==> src/rtl/twm_pkg.sv <==
package twm_pkg;
  localparam int BYTE_W = 8;

  // bus event result codes
  localparam logic [7:0] ST_START   = 8'h08;
  localparam logic [7:0] ST_RSTART  = 8'h10;
  localparam logic [7:0] ST_AW_ACK  = 8'h18;
  localparam logic [7:0] ST_AW_NAK  = 8'h20;
  localparam logic [7:0] ST_DW_ACK  = 8'h28;
  localparam logic [7:0] ST_DW_NAK  = 8'h30;
  localparam logic [7:0] ST_AR_ACK  = 8'h40;
  localparam logic [7:0] ST_AR_NAK  = 8'h48;
  localparam logic [7:0] ST_RX_ACK  = 8'h50;
  localparam logic [7:0] ST_RX_NAK  = 8'h58;
  localparam logic [7:0] ST_IDLE    = 8'hF8;

  // control bit positions
  localparam int CB_ACK   = 2;
  localparam int CB_FLAG  = 3;
  localparam int CB_STOP  = 4;
  localparam int CB_START = 5;
  localparam int CB_EN    = 6;
  localparam int CB_IEN   = 7;

  // register offsets
  localparam int OFF_CTRL = 0;
  localparam int OFF_STAT = 1;
  localparam int OFF_DATA = 2;
  localparam int OFF_BAUD = 3;
  localparam int OFF_OWN  = 4;
  localparam int OFF_XOWN = 5;
  localparam int OFF_SRST = 6;

  typedef enum logic [1:0] {PC_START, PC_STOP, PC_WR, PC_RD} phy_cmd_e;
  typedef enum logic [1:0] {OP_START, OP_STOP, OP_SEND, OP_RECV} op_e;
endpackage

==> src/rtl/twm_bitphy.sv <==
module twm_bitphy
  import twm_pkg::*;
#(
  parameter int QTR_CYCLES = 125
) (
  input  logic     clk,
  input  logic     rst,
  input  logic     cmd_valid,
  input  phy_cmd_e cmd,
  input  logic     wbit,
  output logic     done,
  output logic     rbit,
  output logic     held,
  output logic     scl_oe,
  output logic     sda_oe,
  input  logic     sda_i
);
  localparam int CW = (QTR_CYCLES < 2) ? 1 : $clog2(QTR_CYCLES);
  localparam logic [CW-1:0] CNT_LAST = CW'(QTR_CYCLES - 1);

  logic          busy;
  phy_cmd_e      cmd_q;
  logic          wbit_q;
  logic [1:0]    phase;
  logic [CW-1:0] cnt;
  logic          scl_n, sda_n;

  // line levels per command and phase (1 = pull low)
  always_comb begin
    scl_n = 1'b1;
    sda_n = 1'b0;
    unique case (cmd_q)
      PC_START: begin
        scl_n = (phase == 2'd0) ? held : (phase == 2'd3);
        sda_n = phase[1];
      end
      PC_STOP: begin
        scl_n = (phase == 2'd0);
        sda_n = !phase[1];
      end
      PC_WR: begin
        scl_n = (phase == 2'd0) || (phase == 2'd3);
        sda_n = !wbit_q;
      end
      PC_RD: begin
        scl_n = (phase == 2'd0) || (phase == 2'd3);
        sda_n = 1'b0;
      end
      default: ;
    endcase
  end

  always_ff @(posedge clk) begin
    if (rst) begin
      busy   <= 1'b0;
      cmd_q  <= PC_START;
      wbit_q <= 1'b0;
      phase  <= 2'd0;
      cnt    <= '0;
      done   <= 1'b0;
      rbit   <= 1'b0;
      held   <= 1'b0;
      scl_oe <= 1'b0;
      sda_oe <= 1'b0;
    end else begin
      done <= 1'b0;
      if (!busy) begin
        if (cmd_valid) begin
          busy   <= 1'b1;
          cmd_q  <= cmd;
          wbit_q <= wbit;
          phase  <= 2'd0;
          cnt    <= '0;
        end
      end else begin
        scl_oe <= scl_n;
        sda_oe <= sda_n;
        if (cnt == CNT_LAST) begin
          cnt   <= '0;
          phase <= phase + 2'd1;
          if (phase == 2'd1) rbit <= sda_i;
          if (phase == 2'd3) begin
            busy <= 1'b0;
            done <= 1'b1;
            held <= (cmd_q != PC_STOP);
          end
        end else begin
          cnt <= cnt + 1'b1;
        end
      end
    end
  end

  AST_CMD_WHEN_FREE: assert property (@(posedge clk) disable iff (rst)
    cmd_valid |-> !busy);
  AST_SDA_EDGE_RULE: assert property (@(posedge clk) disable iff (rst)
    (!scl_oe && $past(!scl_oe) && (sda_oe != $past(sda_oe)))
      |-> (cmd_q == PC_START || cmd_q == PC_STOP));
endmodule

==> src/rtl/twm_byteseq.sv <==
module twm_byteseq
  import twm_pkg::*;
(
  input  logic              clk,
  input  logic              rst,
  input  logic              op_valid,
  input  op_e               op,
  input  logic [BYTE_W-1:0] tx_byte,
  input  logic              is_addr,
  input  logic              ack_en,
  output logic              busy,
  output logic              st_upd,
  output logic              ev_done,
  output logic [7:0]        st_code,
  output logic [BYTE_W-1:0] rx_byte,
  output logic              phy_valid,
  output phy_cmd_e          phy_cmd,
  output logic              phy_wbit,
  input  logic              phy_done,
  input  logic              phy_rbit,
  input  logic              phy_held
);
  localparam logic [3:0] LAST_IDX = 4'(BYTE_W);

  typedef enum logic [1:0] {SQ_IDLE, SQ_ISSUE, SQ_WAIT} sq_e;

  sq_e               state;
  op_e               op_q;
  logic [BYTE_W-1:0] sh;
  logic [3:0]        idx;
  logic              addr_q, rdir_q, ack_q, rep_q;
  logic [7:0]        code_n;

  assign busy      = (state != SQ_IDLE);
  assign phy_valid = (state == SQ_ISSUE);

  always_comb begin
    phy_cmd  = PC_START;
    phy_wbit = 1'b1;
    unique case (op_q)
      OP_START: phy_cmd = PC_START;
      OP_STOP:  phy_cmd = PC_STOP;
      OP_SEND: begin
        phy_cmd  = (idx < LAST_IDX) ? PC_WR : PC_RD;
        phy_wbit = sh[BYTE_W-1];
      end
      OP_RECV: begin
        phy_cmd  = (idx < LAST_IDX) ? PC_RD : PC_WR;
        phy_wbit = !ack_q;
      end
      default: ;
    endcase
  end

  // completion code from the event kind and the sampled ACK
  always_comb begin
    code_n = ST_IDLE;
    unique case (op_q)
      OP_START: code_n = rep_q ? ST_RSTART : ST_START;
      OP_STOP:  code_n = ST_IDLE;
      OP_SEND: begin
        if (addr_q && rdir_q) code_n = !phy_rbit ? ST_AR_ACK : ST_AR_NAK;
        else if (addr_q)      code_n = !phy_rbit ? ST_AW_ACK : ST_AW_NAK;
        else                  code_n = !phy_rbit ? ST_DW_ACK : ST_DW_NAK;
      end
      OP_RECV:  code_n = ack_q ? ST_RX_ACK : ST_RX_NAK;
      default: ;
    endcase
  end

  always_ff @(posedge clk) begin
    if (rst) begin
      state   <= SQ_IDLE;
      op_q    <= OP_START;
      sh      <= '0;
      idx     <= '0;
      addr_q  <= 1'b0;
      rdir_q  <= 1'b0;
      ack_q   <= 1'b0;
      rep_q   <= 1'b0;
      st_upd  <= 1'b0;
      ev_done <= 1'b0;
      st_code <= ST_IDLE;
      rx_byte <= '0;
    end else begin
      st_upd  <= 1'b0;
      ev_done <= 1'b0;
      unique case (state)
        SQ_IDLE: if (op_valid) begin
          state  <= SQ_ISSUE;
          op_q   <= op;
          sh     <= tx_byte;
          idx    <= '0;
          addr_q <= is_addr;
          rdir_q <= tx_byte[0];
          ack_q  <= ack_en;
          rep_q  <= phy_held;
        end
        SQ_ISSUE: state <= SQ_WAIT;
        SQ_WAIT: if (phy_done) begin
          if ((op_q == OP_SEND || op_q == OP_RECV) && idx < LAST_IDX) begin
            if (op_q == OP_SEND) sh <= {sh[BYTE_W-2:0], 1'b0};
            else                 sh <= {sh[BYTE_W-2:0], phy_rbit};
            idx   <= idx + 4'd1;
            state <= SQ_ISSUE;
          end else begin
            state   <= SQ_IDLE;
            st_upd  <= 1'b1;
            ev_done <= (op_q != OP_STOP);
            st_code <= code_n;
            if (op_q == OP_RECV) rx_byte <= sh;
          end
        end
        default: state <= SQ_IDLE;
      endcase
    end
  end

  AST_BIT_INDEX_RANGE: assert property (@(posedge clk) disable iff (rst)
    idx <= LAST_IDX);
  AST_LAUNCH_WHEN_IDLE: assert property (@(posedge clk) disable iff (rst)
    op_valid |-> (state == SQ_IDLE));
endmodule

==> src/rtl/twm_master.sv <==
module twm_master
  import twm_pkg::*;
#(
  parameter int         QTR_CYCLES = 125,
  parameter int         AW         = 3,
  parameter logic [7:0] BAUD_RST   = 8'h44
) (
  input  logic              clk,
  input  logic              rst,
  input  logic              reg_wr,
  input  logic              reg_rd,
  input  logic [AW-1:0]     reg_addr,
  input  logic [BYTE_W-1:0] reg_wdata,
  output logic [BYTE_W-1:0] reg_rdata,
  output logic              irq,
  output logic              scl_oe,
  output logic              sda_oe,
  input  logic              sda_i
);
  logic              en_q, ien_q, ack_q, flag_q;
  logic              en_d, ien_d, ack_d, flag_d;
  logic [BYTE_W-1:0] data_q, baud_q, own_q, xown_q;
  logic [7:0]        status_q;
  logic              rd_mode_q, srst_q, sub_rst;

  logic ctrl_wr, soft_hit, flag_after, can_go;
  logic go_start, go_stop, go_byte, is_addr;
  op_e  op_sel;

  logic              seq_busy, seq_upd, seq_done;
  logic [7:0]        seq_code;
  logic [BYTE_W-1:0] seq_rx;
  logic              phy_valid, phy_wbit, phy_done, phy_rbit, phy_held;
  phy_cmd_e          phy_cmd;

  assign sub_rst    = rst | srst_q;
  assign ctrl_wr    = reg_wr && (reg_addr == AW'(OFF_CTRL));
  assign soft_hit   = reg_wr && (reg_addr == AW'(OFF_SRST));
  assign flag_after = flag_q & reg_wdata[CB_FLAG];
  assign can_go     = ctrl_wr && reg_wdata[CB_EN] && !flag_after && !seq_busy && !seq_upd;
  assign go_start   = can_go && reg_wdata[CB_START];
  assign go_stop    = can_go && !reg_wdata[CB_START] && reg_wdata[CB_STOP];
  assign go_byte    = can_go && !reg_wdata[CB_START] && !reg_wdata[CB_STOP] && flag_q;
  assign is_addr    = (status_q == ST_START) || (status_q == ST_RSTART);

  always_comb begin
    if (go_start)                      op_sel = OP_START;
    else if (go_stop)                  op_sel = OP_STOP;
    else if (rd_mode_q && !is_addr)    op_sel = OP_RECV;
    else                               op_sel = OP_SEND;
  end

  // next values of the control bits
  always_comb begin
    en_d   = en_q;
    ien_d  = ien_q;
    ack_d  = ack_q;
    flag_d = flag_q;
    if (ctrl_wr) begin
      en_d   = reg_wdata[CB_EN];
      ien_d  = reg_wdata[CB_IEN];
      ack_d  = reg_wdata[CB_ACK];
      flag_d = flag_after;
    end
    if (seq_upd && seq_done && !srst_q) flag_d = 1'b1;
    if (soft_hit) begin
      en_d   = 1'b0;
      ien_d  = 1'b0;
      ack_d  = 1'b0;
      flag_d = 1'b0;
    end
  end

  always_ff @(posedge clk) begin
    if (rst) begin
      en_q   <= 1'b0;
      ien_q  <= 1'b0;
      ack_q  <= 1'b0;
      flag_q <= 1'b0;
      irq    <= 1'b0;
      srst_q <= 1'b0;
    end else begin
      en_q   <= en_d;
      ien_q  <= ien_d;
      ack_q  <= ack_d;
      flag_q <= flag_d;
      irq    <= flag_d & ien_d;
      srst_q <= soft_hit;
    end
  end

  always_ff @(posedge clk) begin
    if (rst || soft_hit) begin
      data_q    <= '0;
      baud_q    <= BAUD_RST;
      own_q     <= '0;
      xown_q    <= '0;
      status_q  <= ST_IDLE;
      rd_mode_q <= 1'b0;
    end else begin
      if (reg_wr && reg_addr == AW'(OFF_DATA)) data_q <= reg_wdata;
      if (reg_wr && reg_addr == AW'(OFF_BAUD)) baud_q <= reg_wdata;
      if (reg_wr && reg_addr == AW'(OFF_OWN))  own_q  <= reg_wdata;
      if (reg_wr && reg_addr == AW'(OFF_XOWN)) xown_q <= reg_wdata;
      if (seq_upd && !srst_q) begin
        status_q  <= seq_code;
        rd_mode_q <= (seq_code == ST_AR_ACK) || (seq_code == ST_RX_ACK) ||
                     (seq_code == ST_RX_NAK);
        if (seq_code == ST_RX_ACK || seq_code == ST_RX_NAK) data_q <= seq_rx;
      end
      if (go_start || go_stop) rd_mode_q <= 1'b0;
    end
  end

  always_ff @(posedge clk) begin
    if (rst) begin
      reg_rdata <= '0;
    end else if (reg_rd) begin
      unique case (int'(reg_addr))
        OFF_CTRL: reg_rdata <= {ien_q, en_q, 2'b00, flag_q, ack_q, 2'b00};
        OFF_STAT: reg_rdata <= status_q;
        OFF_DATA: reg_rdata <= data_q;
        OFF_BAUD: reg_rdata <= baud_q;
        OFF_OWN:  reg_rdata <= own_q;
        OFF_XOWN: reg_rdata <= xown_q;
        default:  reg_rdata <= '0;
      endcase
    end
  end

  twm_byteseq i_seq (
    .clk       (clk),
    .rst       (sub_rst),
    .op_valid  (go_start | go_stop | go_byte),
    .op        (op_sel),
    .tx_byte   (data_q),
    .is_addr   (is_addr),
    .ack_en    (reg_wdata[CB_ACK]),
    .busy      (seq_busy),
    .st_upd    (seq_upd),
    .ev_done   (seq_done),
    .st_code   (seq_code),
    .rx_byte   (seq_rx),
    .phy_valid (phy_valid),
    .phy_cmd   (phy_cmd),
    .phy_wbit  (phy_wbit),
    .phy_done  (phy_done),
    .phy_rbit  (phy_rbit),
    .phy_held  (phy_held)
  );

  twm_bitphy #(.QTR_CYCLES(QTR_CYCLES)) i_phy (
    .clk       (clk),
    .rst       (sub_rst),
    .cmd_valid (phy_valid),
    .cmd       (phy_cmd),
    .wbit      (phy_wbit),
    .done      (phy_done),
    .rbit      (phy_rbit),
    .held      (phy_held),
    .scl_oe    (scl_oe),
    .sda_oe    (sda_oe),
    .sda_i     (sda_i)
  );

  AST_IRQ_IS_FLAG_AND_IEN: assert property (@(posedge clk) disable iff (rst)
    irq == (flag_q & ien_q));
  AST_FLAG_RISES_ON_EVENT: assert property (@(posedge clk) disable iff (sub_rst)
    $rose(flag_q) |-> $past(seq_done));
  AST_STATUS_HELD_BUSY: assert property (@(posedge clk) disable iff (sub_rst)
    (seq_busy && $past(seq_busy)) |-> $stable(status_q));
  AST_STOP_NO_FLAG: assert property (@(posedge clk) disable iff (sub_rst)
    (seq_upd && seq_code == ST_IDLE) |=> !flag_q);
endmodule

==> config.mk <==
export PLATFORM = sky130hd
export DESIGN_NAME = twm_master
export DESIGN_NICKNAME = d
export VERILOG_FILES = /design/src/rtl/twm_pkg.sv /design/src/rtl/twm_bitphy.sv /design/src/rtl/twm_byteseq.sv /design/src/rtl/twm_master.sv
export SDC_FILE = /design/constraint.sdc
export NUM_CORES = 1
export LEC_CHECK = 0
export BUFFER_PORTS_ARGS = -buffer_cell sky130_fd_sc_hd__buf_2
export CORE_MARGIN = 4
export CORE_UTILIZATION = 45
export DETAILED_ROUTE_END_ITERATION = 10
export GPL_ROUTABILITY_DRIVEN = 0
export PLACE_DENSITY = 0.64
export SLEW_MARGIN = 5
export SYNTH_ARGS = -nofsm -noshare
export SYNTH_HDL_FRONTEND = slang
export SYNTH_SLANG_ARGS = --single-unit
export TNS_END_PERCENT = 100
==> constraint.sdc <==
create_clock -name clk -period 2.4 [get_ports clk]
set_input_delay 0.12 -clock clk [delete_from_list [all_inputs] [get_ports clk]]
set_output_delay 0.12 -clock clk [all_outputs]
set_load 0.01 [all_outputs]
After elaboration in Yosys (flattened, before gate mapping)
Cells that the tools add are included.

Bits in registers: 111. Output and inout port bits: 11. Word-level logic and storage cells: 191.

Add/sub/neg operators: 3. Magnitude comparators: 1. Equal/unequal tests: 28. Muxes and demuxes: 52. Bitwise logic cells: 10. Reductions and logical operators: 62.

Operators with widths (count): 8-bit two-way mux (8); 8-bit case mux with 6 select lines (1); 8-bit case mux with 4 select lines (1); 8-bit by 7-bit == test with 1-bit output, second input constant (3); 1-bit logical AND (21); 7-bit two-way mux (3); 4-bit two-way mux (5); 1-bit two-way mux (17); 8-bit case mux with 2 select lines (1); 2-bit two-way mux (7); 2-bit == test, second input constant (6); 1-bit logical NOT (10); 5-bit two-way mux (2); 2-bit by 1-bit inequality test with 1-bit output, second input constant (5); 3-bit == test, second input constant (3); 3-bit AND reduction (3); 2-bit by 1-bit == test with 1-bit output, second input constant (4); 8-bit by 4-bit == test with 1-bit output, second input constant (1); 8-bit by 5-bit == test with 1-bit output, second input constant (1); 2-bit logical NOT (4); 1-bit logical OR (8); 2-bit case mux with 4 select lines (1); 4-bit case mux with 2 select lines (1); 2-bit AND reduction (4); other kinds (22) (36).

Logic depth before layout (Yosys ltp)
Gate-level depths: netlist of the first run.

Depth in word-level cells: 12. Gate-level depth with buffers: 7. Depth with buffers taken out: 6.

Modules after synthesis
From an unflattened synthesis of the first run, not the netlist that was laid out.

Cells, all modules: 593. Area, all modules: 5175.0 um^2.

By module, submodules not included: twm_master (times used 1, cells an instance 302, area each 2496.1 um^2); twm_byteseq (times used 1, cells an instance 183, area each 1707.9 um^2); twm_bitphy (times used 1, cells an instance 108, area each 970.9 um^2).

Worst setup path before layout of the first run
OpenSTA, ideal clock, no wires.

Kind: reg-to-reg. From: register i_phy.cnt[0]. To: register i_phy.cnt[6]. Library setup time: 0.061 ns. Arrival: 1.570 ns. Slack: 0.769 ns. Stages on the path, launching flop included: 7. Path buffers: 0. Period minus slack after synthesis: 1.631 ns. Cell sequence: dfxtp_1 inv_1 ha_1 and4_1 a211oi_1 a21o_1 a22o_1.

Cells in the longest elaborated chain, start to end: 3.

Ends and longest elaborated chain: start, declared (RTL line twm_bitphy.sv:25) `logic [CW-1:0] cnt;`; start signal, assigned (RTL line twm_bitphy.sv:88) `cnt <= cnt + 1'b1;`; 7-bit by 1-bit adder with 7-bit output or 7-bit == test (tied branches) (RTL line twm_bitphy.sv:88, twm_bitphy.sv:78); 7-bit two-way mux (*) (RTL line twm_bitphy.sv:78) `if (cnt == CNT_LAST) begin`; 7-bit two-way mux (*) (RTL line twm_bitphy.sv:67) `if (!busy) begin`.

Every way passes the cells marked *; elsewhere a longest branch is shown, timed or not. A chain may end at the register's enable or synchronous reset.

Worst setup path in the final report of the first run
From: register i_phy.cnt[0]. To: register i_phy.cnt[2].

Same word-level chain as after synthesis.

==> results of run 1 <==
## flip-flops by register name (all words and copies together), names as in the netlist, 5 cells and up
signal,count
i_seq.st_code,5
i_seq.sh,8
data_q,8
i_phy.cnt,7
own_q,8
status_q,5
xown_q,8
baud_q,8
reg_rdata,8
i_seq.rx_byte,8
## placed cells by master (no fill, tap or decap), types with 3 or more instances in the layout
master    count
dfxtp_1     105
o211ai_1      5
ha_1          7
clkbuf_1      3
clkbuf_8      9
nand3_1      20
o21ai_0      18
nor2_1       53
buf_4         5
buf_2        26
nor3_1       11
or3_1         4
nor2b_1       9
nand4_1       5
o221ai_1      3
inv_1        13
a31oi_1      10
mux2i_1      44
xnor2_1       4
a21oi_1      35
a211oi_1     16
nand2b_1      8
and3_1        7
nor4_1        3
mux2_2       10
nand2_1      83
## cell type report
| type | instances | area (sq um) | share of cell area |
|---|---|---|---|
| multi-input combinational | 397 | 2460 | 0.478 |
| sequential | 105 | 2100 | 0.409 |
| timing repair buffer | 33 | 198 | 0.0385 |
| tap | 136 | 170 | 0.0331 |
| clock buffer | 12 | 135 | 0.0263 |
| inverter | 13 | 48.8 | 0.00949 |
| clock inverter | 4 | 30.0 | 0.00584 |
## cells in the mapped netlist, types with 3 or more instances
master / number / share of area
dfxtp_1: 105 / 0.44
nand2_1: 83 / 0.066
nor2_1: 53 / 0.042
mux2i_1: 44 / 0.093
a21oi_1: 35 / 0.037
nand3_1: 20 / 0.021
clkbuf_1: 18 / 0.014
o21ai_0: 18 / 0.019
a211oi_1: 16 / 0.025
inv_1: 13 / 0.010
nor3_1: 11 / 0.012
a31oi_1: 10 / 0.013
mux2_2: 10 / 0.024
nor2b_1: 9 / 0.012
nand2b_1: 8 / 0.011
and3_1: 7 / 0.0092
ha_1: 7 / 0.018
buf_2: 6 / 0.0063
nand4_1: 5 / 0.0066
o211ai_1: 5 / 0.0079
buf_4: 4 / 0.0063
or3_1: 4 / 0.0053
xnor2_1: 4 / 0.0074
nor4_1: 3 / 0.0039
o221ai_1: 3 / 0.0055
## per-stage QoR
stage | util | worst slack, ps
5_1_grt | 0.498 | 296
2_1_floorplan | - | 769
3_5_place_dp | 0.481 | 530
4_1_cts | 0.498 | 508
3_3_place_gp | 0.481 | 595
6_report | 0.498 | 513
## worst max-delay path, delay by kind of cell (launching register included)
kind	cells	cell delay, ps
buffers and inverters	1	60
and+or+nand+nor	1	250
DFF	1	400
adders and majority gates	1	180
muxes	1	140
AOI/OAI and AO/OA	2	790
## where the power goes
part	switching, mW	internal (mW)
clock	0.577	0.381
sequential	0.0147	1.76
combinational	0.139	0.0755
total	0.730	2.22
## how the worst min path moves through the flow
stage	to	slack, ps	depth (start not counted)
3_3_place_gp	i_phy.rbit	360	2
2_1_floorplan	baud_q[2]	240	2
6_report	baud_q[0]	30	3
5_1_grt	baud_q[0]	10	3
4_1_cts	baud_q[0]	10	3
3_5_place_dp	i_phy.rbit	360	2
## logic make-up after synthesis
group,Yosys count
multiplexers,54
AND/OR/NAND/NOR,220
flip-flops,105
buffers and inverters,44
XOR/XNOR,6
AO/OA/AOI/OAI,110
adder cells (fa/ha/maj),7
## per-layer routing
| layer | share of wire | GRT usage | vias up |
|---|---|---|---|
| li1 | - | - | 1962 |
| met1 | 0.47 | 0.230 | 1830 |
| met2 | 0.47 | 0.296 | 90 |
| met3 | 0.045 | 0.0409 | 10 |
| met4 | 0.013 | 0.0558 | 0 |
| met5 | 0 | 0 | - |
==> results.yml, run 1 <==
run_status:
  status: "complete, no violations"
place:
  dp_cells: 683
  hpwl_um: 7940
  port_buffers: 26
  postPlaceCellArea_sq_um: 4960
detailed_routing:
  routed_wl_um: 10900
  ant_nets: 0
  drc: 0
  drt_pass1_iterations: 4
  detail_route.wl_per_cell_um: 15.6
  vias: 3892
  first_iter_violations: 297
  avgViaCountPerCell: 5.56
timing:
  setup_tns_ps: 0
  setup_violations: 0
  min_period_ps: 1890
  finalMaxSlewViolations: 0
  fmax_ghz: 0.530
  finalHoldViolations: 0
  maxSlewHeadroom: 0.421
  fin_skew_ps: 8.14
  fin_hold_ws_ps: 25.4
  fin_crit_sh: 0.786
  rsz0062_at_grt: "false"
  worstMarginPinSlew_ps: 865
worst_hold_path:
  worstHoldStart: "reg_wdata[0]"
  hp-class: "in2reg"
layout:
  n_fill_cell: 1009
  area_delta_synth_final_pct: 8.13
  final_nets: 582
  drive_gt1_frac: 0.119
  n_antenna_cell: 0
  final_cells: 700
  final_area_sq_um: 5140
critical_path:
  reg2reg_to: "i_phy.cnt[2]"
  startpoint: "i_phy.cnt[0]"
  reg2reg_slack_ps: 510
  end_kind: "register"
  worstSetupEndpoint: "i_phy.cnt[2]"
  critical_path_class: "reg2reg"
  path_max_fanout: 6
  r2r-start: "i_phy.cnt[0]"
  reg2reg_depth: 6
  required_ps: 2690
  critPathMaxStageDelay_ps: 640
  critPathLaunchType: "register"
  slowest_stage: "a211oi_1"
  arrival_ps: 2180
  crit_chain: "inv_1 > ha_1 > and4_1 > a211oi_1 > a21oi_1 > mux2i_1"
global_route:
  grt_pass1_wl_um: 18200
  grt_pass1_vias: 3675
  globalRouteOverflowTotal: 0
  antenna_found_initial: 0
  grt_max_degree: 32
  grt_usage: 0.178
die:
  num_rows: 37
  die_y_um: 111
  dieArea_sq_um: 12300
  die_w_um: 111
  start_util: 0.460
  core_area_sq_um: 10300
  io-pin-count: 27
cts:
  clk_latency_ps: 360
  clock_sinks: 105
  htreeDepth: 3
  cts_root_buffer: "clkbuf_8"
  cts-resized-gates: 0
  cts_setup_buffers: 0
  cts_made_buffers: 9
  clockBufferDepth: 2
  hold_buffers: 1
  clk_pin_slew_ps: 90
  cts_tree: "yes"
yosys:
  yosys.area_share.simple: 0.220
  ys_seq_area_frac: 0.442
  synthCells: 546
  synth_top_flop_cell: "dfxtp_1"
  synth_compound_area_frac: 0.151
  synth_edf_count: 0
  synth_warnings: 0
  synthDistinctLibCells: 58
  async_flop_share: 0
  synth_top_family_by_area: "simple AND/OR/NAND/NOR gates"
  syn_area_sq_um: 4750
  muxShareOfSynthArea: 0.116
  synth_seq_cells: 105
  yosys.area_share.adder: 0.0184
  synth-xor-area-share: 0.0111
  synth_fp_nets: 569
  syn_avg_cell_area_sq_um: 8.71
flow_run:
  cap_violations: 0
pwr:
  p_leak_nw: 1.98
  powerDensity_nw_per_um2: 574
  finalPower_mw: 2.95
  vdd_drop_max_mv: 0.281
No activity file was read; power rests on OpenSTA's default activity.
==> run 2: changes to the inputs <==
- ABC_AREA: not set -> 1
- PLACE_DENSITY: 0.64 -> 0.66
- clock period: 2.4 -> 1.7 ns (I/O delays scaled with it)
==> results.yml, run 2 <==
yosys:
  synthDistinctLibCells: 34
  synth_top_area_cell: "dfxtp_1"
  synth_top_area_frac: 0.455
  synthTopCellsByArea: "dfxtp_1 45%, nand2_1 11%, a21oi_1 9.5%, o21ai_0 8.1%, inv_1 5.3%"
  synth_seq_cells: 105
  syn_avg_cell_area_sq_um: 7.43
  synth_top_flop_cell: "dfxtp_1"
  syn_area_sq_um: 4620
  synth.most_common_cell: "nand2_1"
  synth_warnings: 0
  synth_fp_nets: 645
  async_flop_share: 0
  synth_edf_count: 0
  synthCells: 622
  ys_top_cells_by_count: "132 x nand2_1, 105 x dfxtp_1, 88 x a21oi_1"
  ys_seq_area_frac: 0.455
timing:
  min_period_ps: 1420
  fmax_ghz: 0.704
  rsz0062_at_grt: "false"
  fin_skew_ps: 6.14
  maxSlewHeadroom: 0.635
  finalHoldViolations: 0
  fin_crit_sh: 0.835
  setup_violations: 0
  finalMaxSlewViolations: 0
  setup_tns_ps: 0
  worstMarginPinSlew_ps: 547
global_route:
  grt_max_degree: 34
  antenna_found_initial: 0
  globalRouteOverflowTotal: 0
  grt_usage: 0.197
  grt_pass1_wl_um: 18400
  grt_pass1_vias: 3828
die:
  num_rows: 36
  dieArea_sq_um: 12000
  die_w_um: 109
  start_util: 0.468
  io-pin-count: 27
  die_y_um: 109
  core_area_sq_um: 9860
cts:
  clock_sinks: 105
  clockBufferDepth: 2
  cts_root_buffer: "clkbuf_8"
  cts_made_buffers: 9
  clk_pin_slew_ps: 100
  cts_tree: "yes"
  htreeDepth: 3
  cts-resized-gates: 0
  clk_latency_ps: 370
critical_path:
  crit_chain: "inv_1 > nor2_2 > nand2_1 > nor3_1 > buf_4 > inv_1 > nor2_1 > nor2_1"
  reg2reg_depth: 8
  required_ps: 1970
  slowest_stage: "dfxtp_1"
  critPathMaxStageDelay_ps: 360
  critical_path_class: "reg2reg"
  end_kind: "register"
  path_depth: 8
  path_max_fanout: 11
  path_buf_inv: 3
  reg2reg_to: "i_seq.rx_byte[5]"
  crit_family: "simple AND/OR/NAND/NOR gates"
  critPathLaunchType: "register"
  r2r-start: "i_seq.state[1]"
  worstSetupEndpoint: "i_seq.rx_byte[5]"
  reg2reg_slack_ps: 280
  arrival_ps: 1690
  startpoint: "i_seq.state[1]"
detailed_routing:
  vias: 4038
  first_iter_violations: 288
  detail_route.wl_per_cell_um: 14.0
  avgViaCountPerCell: 5.11
  ant_nets: 0
  routed_wl_um: 11100
  drc: 0
  drt_pass1_iterations: 5
layout:
  most-common-layout-cells: "132 x nand2_1, 105 x dfxtp_1, 88 x a21oi_1, 75 x o21ai_0, 65 x inv_1"
  n_fill_cell: 986
  drive_gt1_frac: 0.108
  final_common_cell: "nand2_1"
  final_nets: 675
  area_delta_synth_final_pct: 11.1
  n_antenna_cell: 0
run_status:
  status: "complete, no violations"
pwr:
  powerDensity_nw_per_um2: 918
  vdd_drop_max_mv: 0.362
  finalPower_mw: 4.71
  p_leak_nw: 2.17
worst_hold_path:
  hp-class: "in2reg"
place:
  hpwl_um: 8170
  port_buffers: 26
flow_run:
  cap_violations: 0
run 2: changes by cell type after synthesis, moves of 14 or more:
cell      before  now
a211oi_1      16    0
a21oi_1       35   88
clkbuf_1      18    4
inv_1         13   65
mux2i_1       44    0
nand2_1       83  132
o21ai_0       18   75
run 2: what timing repair did:
item / 4_1_cts / 5_1_grt
endpoints found under the hold margin: 4 / 0
hold buffers: 3 / 0
buffers inserted: 0 / 0
setup endpoints to repair: 0 / 0
run 2: layout make-up:
cell class / count / area, sq um / area share
well taps: 133 / 166 / 0.0324
multi-input cells: 428 / 2130 / 0.415
flip-flops and latches: 105 / 2100 / 0.409
clock buffers: 12 / 155 / 0.0302
repair buffers: 39 / 248 / 0.0483
inverters: 69 / 259 / 0.0505
clock inverters: 4 / 75.1 / 0.0146
run 2: where the power goes:
| part | internal [mW] | switching, mW | leakage [nW] |
|---|---|---|---|
| registers | 2.51 | 0.0392 | 0.849 |
| logic | 0.127 | 0.287 | 1.21 |
| clock network | 0.911 | 0.835 | 0.109 |
| total | 3.55 | 1.16 | 2.17 |
run 2: per-stage QoR:
| stage | util | std cells | worst slack [ps] | area [sq um] | hold WS [ps] |
|---|---|---|---|---|---|
| 2_1_floorplan | - | 622 | 448 | 4620 | 232 |
| 3_3_place_gp | 0.494 | 771 | 321 | 4870 | 361 |
| 3_5_place_dp | 0.494 | 771 | 297 | 4870 | 377 |
| 4_1_cts | 0.520 | 790 | 269 | 5130 | 1.65 |
| 5_1_grt | 0.520 | 790 | 47.5 | 5130 | 14.5 |
| 6_report | 0.520 | 790 | 280 | 5130 | 15.9 |
run 2: how the worst min path moves through the flow:
stage / slack [ps] / from / cells past startpoint / to
after detailed placement: 380 / sda_i / 3 / i_phy.rbit
after global routing: 10 / rst / 2 / reg_rdata[1]
after CTS: 2 / rst / 2 / reg_rdata[0]
after global placement: 360 / sda_i / 3 / i_phy.rbit
final: 20 / rst / 2 / reg_rdata[4]
after floorplan: 230 / reg_wdata[7] / 2 / ien_q
run 2: kinds of logic after synthesis:
family                   share of synthesized area
adder cells (fa/ha/maj)                     0.0190
AO/OA/AOI/OAI                                0.210
XOR/XNOR                                    0.0114
flip-flops                                   0.455
buffers and inverters                       0.0845
AND/OR/NAND/NOR                              0.220
run 2: metal layers:
| metal | routed length, um | GRT usage |
|---|---|---|
| met5 | 0 | 0 |
| met4 | 183 | 0.0668 |
| met3 | 602 | 0.0352 |
| met2 | 4950 | 0.309 |
| met1 | 5340 | 0.273 |
